File: config.mk
export PLATFORM = sky130hd
export DESIGN_NAME = sram_lane_ctrl
export DESIGN_NICKNAME = d
export VERILOG_FILES = /design/src/rtl/sram_lane_pkg.sv /design/src/rtl/sram_wait_timer.sv /design/src/rtl/sram_lane_map.sv /design/src/rtl/sram_lane_ctrl.sv
export SDC_FILE = /design/constraint.sdc
export NUM_CORES = 1
export LEC_CHECK = 0
export BUFFER_PORTS_ARGS = -buffer_cell sky130_fd_sc_hd__buf_4
export CAP_MARGIN = 15
export CELL_PAD_IN_SITES_DETAIL_PLACEMENT = 0
export CELL_PAD_IN_SITES_GLOBAL_PLACEMENT = 1
export CORE_ASPECT_RATIO = 0.75
export CORE_UTILIZATION = 30
export CTS_BUF_LIST = sky130_fd_sc_hd__clkbuf_8
export DETAILED_ROUTE_END_ITERATION = 6
export PLACE_DENSITY_LB_ADDON = 0.05
export RECOVER_POWER = 100
export SLEW_MARGIN = 20
export SYNTH_ARGS = -nofsm -noshare
export SYNTH_HDL_FRONTEND = slang
export SYNTH_SLANG_ARGS = --single-unit
File: constraint.sdc
create_clock -name clk -period 1.8 [get_ports clk]
set_input_delay 0.18 -clock clk [delete_from_list [all_inputs] [get_ports clk]]
set_output_delay 0.18 -clock clk [all_outputs]
set_load 0.01 [all_outputs]
File: src/rtl/sram_lane_pkg.sv
package sram_lane_pkg;

  typedef enum logic [2:0] {
    ST_IDLE    = 3'd0,
    ST_WSETUP  = 3'd1,
    ST_WSTROBE = 3'd2,
    ST_RSTROBE = 3'd3,
    ST_DONE    = 3'd4
  } ctl_state_t;

  function automatic int max2(input int a, input int b);
    return (a > b) ? a : b;
  endfunction

endpackage

File: src/rtl/sram_wait_timer.sv
module sram_wait_timer #(
  parameter int CNT_W = 3
) (
  input  logic             clk,
  input  logic             rst,
  input  logic             load,
  input  logic [CNT_W-1:0] load_val,
  output logic             last
);
  logic [CNT_W-1:0] cnt;

  always_ff @(posedge clk) begin
    if (rst) begin
      cnt <= '0;
    end else if (load) begin
      cnt <= load_val;
    end else if (cnt != '0) begin
      cnt <= cnt - 1'b1;
    end
  end

  assign last = (cnt == '0);
endmodule

File: src/rtl/sram_lane_map.sv
module sram_lane_map #(
  parameter int LANES  = 2,
  parameter int LANE_W = 8
) (
  input  logic [LANES-1:0]        lane_en,
  input  logic                    active,
  input  logic [LANES*LANE_W-1:0] rd_raw,
  output logic [LANES-1:0]        sel_n,
  output logic [LANES*LANE_W-1:0] rd_masked
);
  for (genvar g = 0; g < LANES; g++) begin : g_lane
    assign sel_n[g] = ~(lane_en[g] & active);
    assign rd_masked[g*LANE_W +: LANE_W] =
      lane_en[g] ? rd_raw[g*LANE_W +: LANE_W] : '0;
  end
endmodule

File: src/rtl/sram_lane_ctrl.sv
module sram_lane_ctrl
  import sram_lane_pkg::*;
#(
  parameter int ADDR_W     = 16,
  parameter int DATA_W     = 16,
  parameter int LANE_W     = 8,
  parameter int READ_WAIT  = 4,
  parameter int WRITE_WAIT = 3
) (
  input  logic                        clk,
  input  logic                        rst,
  input  logic                        cmd_valid,
  output logic                        cmd_ready,
  input  logic                        cmd_write,
  input  logic [ADDR_W-1:0]           cmd_addr,
  input  logic [DATA_W/LANE_W-1:0]    cmd_be,
  input  logic [DATA_W-1:0]           cmd_wdata,
  output logic                        rsp_valid,
  output logic [DATA_W-1:0]           rsp_rdata,
  output logic [ADDR_W-1:0]           mem_addr,
  output logic                        mem_ce_n,
  output logic                        mem_we_n,
  output logic                        mem_oe_n,
  output logic [DATA_W/LANE_W-1:0]    mem_bsel_n,
  output logic [DATA_W-1:0]           mem_dq_out,
  input  logic [DATA_W-1:0]           mem_dq_in,
  output logic                        mem_dq_oe
);
  localparam int LANES = DATA_W / LANE_W;
  localparam int CNT_W = $clog2(max2(READ_WAIT, WRITE_WAIT) + 1);
  localparam logic [CNT_W-1:0] RD_LOAD = CNT_W'(READ_WAIT - 1);
  localparam logic [CNT_W-1:0] WR_LOAD = CNT_W'(WRITE_WAIT - 1);

  ctl_state_t       st, nxt;
  logic [LANES-1:0] be_q, be_src, sel_n_nxt;
  logic [DATA_W-1:0] rd_masked;
  logic             accept, active_nxt, t_load, t_last;
  logic [CNT_W-1:0] t_val;

  assign accept = (st == ST_IDLE) && cmd_valid;

  always_comb begin
    nxt = st;
    unique case (st)
      ST_IDLE:    if (cmd_valid) nxt = cmd_write ? ST_WSETUP : ST_RSTROBE;
      ST_WSETUP:  nxt = ST_WSTROBE;
      ST_WSTROBE: if (t_last) nxt = ST_DONE;
      ST_RSTROBE: if (t_last) nxt = ST_DONE;
      ST_DONE:    nxt = ST_IDLE;
      default:    nxt = ST_IDLE;
    endcase
  end

  // The timer is loaded in the cycle before a strobe window opens.
  assign t_load = accept || (st == ST_WSETUP);
  assign t_val  = (st == ST_WSETUP) ? WR_LOAD : RD_LOAD;

  sram_wait_timer #(.CNT_W(CNT_W)) u_timer (
    .clk      (clk),
    .rst      (rst),
    .load     (t_load),
    .load_val (t_val),
    .last     (t_last)
  );

  assign active_nxt = (nxt == ST_WSETUP) || (nxt == ST_WSTROBE) ||
                      (nxt == ST_RSTROBE);
  assign be_src     = accept ? cmd_be : be_q;

  sram_lane_map #(.LANES(LANES), .LANE_W(LANE_W)) u_lanes (
    .lane_en   (be_src),
    .active    (active_nxt),
    .rd_raw    (mem_dq_in),
    .sel_n     (sel_n_nxt),
    .rd_masked (rd_masked)
  );

  always_ff @(posedge clk) begin
    if (rst) begin
      st         <= ST_IDLE;
      be_q       <= '0;
      mem_addr   <= '0;
      mem_dq_out <= '0;
      mem_ce_n   <= 1'b1;
      mem_we_n   <= 1'b1;
      mem_oe_n   <= 1'b1;
      mem_bsel_n <= '1;
      mem_dq_oe  <= 1'b0;
      cmd_ready  <= 1'b1;
      rsp_valid  <= 1'b0;
      rsp_rdata  <= '0;
    end else begin
      st <= nxt;
      if (accept) begin
        be_q     <= cmd_be;
        mem_addr <= cmd_addr;
        if (cmd_write) mem_dq_out <= cmd_wdata;
      end
      mem_ce_n   <= ~active_nxt;
      mem_we_n   <= ~(nxt == ST_WSTROBE);
      mem_oe_n   <= ~(nxt == ST_RSTROBE);
      mem_dq_oe  <= (nxt == ST_WSETUP) || (nxt == ST_WSTROBE);
      mem_bsel_n <= sel_n_nxt;
      cmd_ready  <= (nxt == ST_IDLE);
      rsp_valid  <= (nxt == ST_DONE);
      if ((st == ST_RSTROBE) && t_last) rsp_rdata <= rd_masked;
    end
  end
endmodule

==> impl_metrics.tcl, run 1 <==
set metrics [dict create \
    peakVddDrop_v 0.000607 \
    start_kind "flip-flop" \
    io_pins 110 \
    drv_cap 0 \
    final_hold_viol_count 0 \
    n_antenna_cell 0 \
    die_y_um 78.7 \
    async_reset_ff_share_pct 0 \
    p_sw_share_pct 24.4 \
    relSlewSlack_pct 74.6 \
    grt_pass1_vias 1975 \
    tns_ps 0 \
    cts_tree "yes" \
    fin_skew_ps 7.30 \
    totalWireLength_um 5940 \
    ys_seq_area_share_pct 54.4 \
    dpl_cell_area_mm2 0.00328 \
    ctsHtreeMaxLevel 3 \
    worstSetupEndpointType "flip-flop" \
    final_area_mm2 0.00335 \
    worst_slew_pin_slew_ps 379 \
    place_hpwl_um 4070 \
    synth-edff-count 0 \
    synth-seq-cells 64 \
    track_usage_pct 14.8 \
    fmax_mhz 630 \
    drive_gt1_share_pct 21.6 \
    grt_first_pass_wirelength_um 9490 \
    required_ps 2020 \
    cts.root.buffer_cell "clkbuf_8" \
    synth_area_leader_cell "dfxtp_1" \
    drc 0 \
    cts_made_buffers 9 \
    pwr-share-comb_pct 15.3 \
    p_leak_nw 1.31 \
    grt_max_degree 31 \
    start_util_pct 31.5 \
    clkSlewWorstSetupHoldPaths_ps 70 \
    gp_congestion 0.692 \
    grt_overflow 0 \
    cts_hold_buf 0 \
    cts.sinks 64 \
    ys.flop_type "dfxtp_1" \
    cp_max_fo 10 \
    first_iter_violations 93 \
    synthesis.nets 333 \
    cp.arrival_ps 1810 \
    status "finished, final reports clean" \
    utilization_pct 44.9 \
    synth_area_mm2 0.00235 \
    antenna_found_initial 0 \
    min_period_ps 1590 \
    port_buffers 109 \
    finalMaxSlewViolations 0 \
    fp-row-count 27 \
    yosysWarnings 0 \
    post-cts-setup-buffer-count 0 \
    rsz0062_at_grt "false" \
    ant_nets 0 \
    via_per_inst 4.46 \
    yosys.cell_types.count 32 \
    syn2layout_area_growth_pct 42.3 \
    syn-instance-count 277 \
    fin_crit_sh_pct 88.2 \
    nNetsFinal 444 \
    synth_area_leaders "dfxtp_1, nand2_1, a21oi_1" \
    crit_type "flip-flop to flip-flop" \
    dieArea_mm2 0.00821 \
    dr.pass1.iters 4 \
    core_mm2 0.00747 \
    netlist.area_leader.share_pct 54.4 \
    p_int_mw 2.99 \
    hold_path.class "input pin to flip-flop" \
    setup_viol 0 \
    p_clk_share_pct 44.9 \
    p_per_area_mw_per_mm2 1180 \
    avgRoutedWirePerCell_um 12.0 \
    die_width_um 104 \
    worstSkewPairLatency_ps 340 \
    vias 2205 \
    power_frac_seq_pct 39.8 \
    syn_avg_cell_area_um2 8.50 \
    clockBufferDepth 2 \
    power.switching_uw 967 \
]
-- cells in the final DEF (no fill, tap or decap), drive strengths merged, types with 4 or more instances in the layout --
cell type	instances
a21oi	50
and2	4
buf	62
bufinv	5
clkbuf	66
dfxtp	64
nand2	87
nand3	18
nor2	6
o21ai	4
-- synth_stat cells (3+ instances only) --
| cell type | instances |
|---|---|
| o21ai_0 | 3 |
| dfxtp_1 | 64 |
| nand2_1 | 87 |
| buf_2 | 3 |
| clkbuf_1 | 10 |
| nor2_1 | 5 |
| and2_1 | 4 |
| a21oi_1 | 50 |
| nand3_1 | 18 |
| mux2_2 | 3 |
-- power groups by stage --
| stage | logic, mW | clock network, mW | registers [mW] |
|---|---|---|---|
| CTS | 0.696 | 1.83 | 1.58 |
| global placement | 0.693 | 0 | 1.61 |
| global route | 0.688 | 1.90 | 1.59 |
| floorplan | 0.359 | 0 | 1.64 |
| detailed placement | 0.695 | 0 | 1.61 |
| finish | 0.607 | 1.78 | 1.58 |
-- per-layer routing --
layer / wire (um) / share of wire, % / track usage (%) / vias to the layer above
met3: 384 / 6.5 / 6.73 / 6
met1: 2880 / 48 / 18.7 / 987
li1: - / - / - / 1145
met4: 58 / 0.98 / 4.71 / 0
met2: 2620 / 44 / 22.3 / 67
met5: 0 / 0 / 0 / -
-- logic make-up (layout without fill, tap and decap cells) --
group	count (synthesis)	count (layout)	synth area share [%]
AO/OA/AOI/OAI	61	61	14.3
buffers and inverters	21	137	4.47
adder cells (fa/ha/maj)	2	2	1.06
flip-flops	64	64	54.4
AND/OR/NAND/NOR	125	125	23.9
multiplexers	4	4	1.86
-- worst max-delay path, cell delays in order (launching register included) --
cell and delay, ps:
dfxtp_1 410, nor4b_4 390, mux2_2 490, nand3_1 110, a21oi_1 60
-- per-stage QoR --
step	hold slack [ps]	instances	total power [mW]	setup slack, ps
after CTS	42.0	494	4.10	54.4
after global routing	43.0	494	4.18	60.3
after floorplan	272	277	2.00	188
after detailed placement	416	478	2.31	57.1
final	67.5	494	3.96	212
after global placement	417	478	2.30	106
-- cell type report --
class | count | area (um2)
repair buffers | 119 | 681
clock buffers | 9 | 124
multi-input cells | 192 | 962
well taps | 101 | 126
clock inverters | 7 | 168
fillers | 812 | 4120
flip-flops and latches | 64 | 1280
inverters | 2 | 7.51
-- what timing repair did --
item,in CTS,in global routing
endpoints found under the setup margin,0,16
resized for setup,0,1
hold endpoints to repair,0,0
-- flip-flops by register name, indices dropped and copies added, names as in the netlist, 2 cells and up --
name / flops
mem_bsel_n: 2
rsp_rdata: 16
st: 3
mem_dq_out: 16
mem_addr: 16
be_q: 2
u_timer.cnt: 3
-- worst paths after layout --
check            startpoint              to  slack [ps]  cells past startpoint
min               cmd_valid       cmd_ready          70                      2
min reg2reg  mem_dq_out[13]  mem_dq_out[13]         450                      2
max                   st[2]    rsp_rdata[9]         210                      4
max reg2reg           st[2]    rsp_rdata[9]         210                      4
Power figures use the tool's default switching activity.
==> inputs of run 2 (changes only) <==
--- a/config.mk
+++ b/config.mk
@@ -15,6 +15,7 @@
 export DETAILED_ROUTE_END_ITERATION = 6
 export PLACE_DENSITY_LB_ADDON = 0.05
 export RECOVER_POWER = 100
+export SETUP_SLACK_MARGIN = 0.5
 export SLEW_MARGIN = 20
 export SYNTH_ARGS = -nofsm -noshare
 export SYNTH_HDL_FRONTEND = slang
==> run 2 against run 1 <==
Core utilization is 1.5 points higher. Hold slack gained 15 ps. First-iteration DRC count grew 32%.
==> impl_metrics.tcl, run 2 (synthesis gave the netlist of run 1 again) <==
set metrics [dict create \
    status "finished, final reports clean" \
    cp_max_fo 5 \
    grt_pass1_vias 2176 \
    p_per_area_mw_per_mm2 1010 \
    avgRoutedWirePerCell_um 13.6 \
    cts.sinks 64 \
    min_period_ps 1580 \
    cts_hold_buf 0 \
    drive_gt1_share_pct 26.3 \
    grt_first_pass_wirelength_um 10600 \
    first_iter_violations 123 \
    dr.pass1.iters 4 \
    fillers 809 \
    holdWs_ps 82.8 \
    cts.root.buffer_cell "clkbuf_8" \
    fin_skew_ps 7.30 \
    required_ps 2000 \
    final_area_mm2 0.00346 \
    peakVddDrop_v 0.000415 \
    track_usage_pct 16.6 \
    cts_made_buffers 9 \
    hold_path.class "input pin to flip-flop" \
    p_leak_nw 1.35 \
    clkSlewWorstSetupHoldPaths_ps 70 \
    n_antenna_cell 0 \
    syn2layout_area_growth_pct 47.1 \
    dpl_cell_area_mm2 0.00330 \
    setup_viol 0 \
    ctsHtreeMaxLevel 3 \
    multi_input_area_mm2 0.00108 \
    layout_common_cells "nand2_1, dfxtp_1, clkbuf_1" \
    start_kind "flip-flop" \
    via_per_inst 4.59 \
    dieArea_mm2 0.00821 \
    place_hpwl_um 4130 \
    regArea_mm2 0.00129 \
    cp.arrival_ps 1780 \
    ant_nets 0 \
    rsz0062_at_grt "true" \
    rr_worst_depth 5 \
    port_buffers 109 \
    holdPathStages 2 \
    clockBufferDepth 2 \
    fin_crit_sh_pct 87.9 \
    gp_congestion 0.692 \
    die_y_um 78.7 \
    crit_type "flip-flop to flip-flop" \
    start_util_pct 31.5 \
    antenna_found_initial 0 \
    drv_cap 0 \
    layout_commonest_cell "nand2_1" \
    worstSkewPairLatency_ps 330 \
    grt_max_degree 41 \
    busiest_layer "met2" \
    use_met3_pct 6.08 \
    cts_tree "yes" \
    core_mm2 0.00747 \
    fmax_mhz 632 \
    reg.largest.list "mem_addr: 16 flops, mem_dq_out: 16 flops, rsp_rdata: 16 flops" \
    final_cells 500 \
    grt_overflow 0 \
    fp-row-count 27 \
    tns_ps 0 \
    final_hold_viol_count 0 \
    vias 2295 \
    worst_slew_pin_slew_ps 460 \
    placed_cells 476 \
    grt_use_met1_pct 21.0 \
    totalWireLength_um 6820 \
    die_width_um 104 \
    io_pins 110 \
    drc 0 \
    relSlewSlack_pct 69.3 \
    finalMaxSlewViolations 0 \
    worstSetupEndpointType "flip-flop" \
    use_met2_pct 26.3 \
    nNetsFinal 450 \
]
-- run 2: critical path, stage by stage (launching register included) --
cell,delay (ps)
dfxtp_4,360
nor4b_4,310
buf_6,170
mux2_1,420
nand3_1,120
a21oi_1,70
-- run 2: timing repair --
| action | in CTS | in global routing |
|---|---|---|
| cloned | 4 | 1 |
| endpoints found under the setup margin | 57 | 60 |
| hold endpoints to repair | 0 | 0 |
| gates resized for setup | 30 | 22 |
| pin swaps | 12 | 15 |
| buffers inserted | 2 | 1 |
-- run 2: per-layer routing --
| layer | share of wire (%) | wire, um |
|---|---|---|
| met1 | 48 | 3290 |
| met2 | 45 | 3060 |
| met3 | 5.8 | 393 |
| met4 | 1.1 | 76 |
| met5 | 0 | 0 |
-- run 2: path summary, 6_finish.rpt --
path / end / slack, ps / startpoint
hold reg to reg: mem_addr[0] / 450 / mem_addr[0]
setup reg to reg: rsp_rdata[9] / 220 / st[0]
hold / removal: cmd_ready / 80 / cmd_valid
setup / recovery: rsp_rdata[9] / 220 / st[0]
-- run 2: through the flow --
step	worst slack, ps	util, %	power [mW]
after floorplan	205	-	2.03
after global placement	75.8	44.2	2.32
after detailed placement	57.1	44.2	2.33
after CTS	315	49.1	3.59
after global routing	154	46.4	3.67
final	218	46.4	3.49
-- run 2: area by class of cell --
type	count	area share (%)
clock inverters	7	1.84
clock buffers	9	3.58
repair buffers	122	22.2
multi-input cells	195	31.2
inverters	2	0.217
flip-flops and latches	64	37.3
well taps	101	3.65
-- run 2: report_power, final --
group          switching [mW]  total (mW)  internal (mW)
Sequential             0.0624        1.59           1.52
Clock                   0.544        1.17          0.626
Combinational           0.392       0.727          0.335
Total                   0.999        3.49           2.49
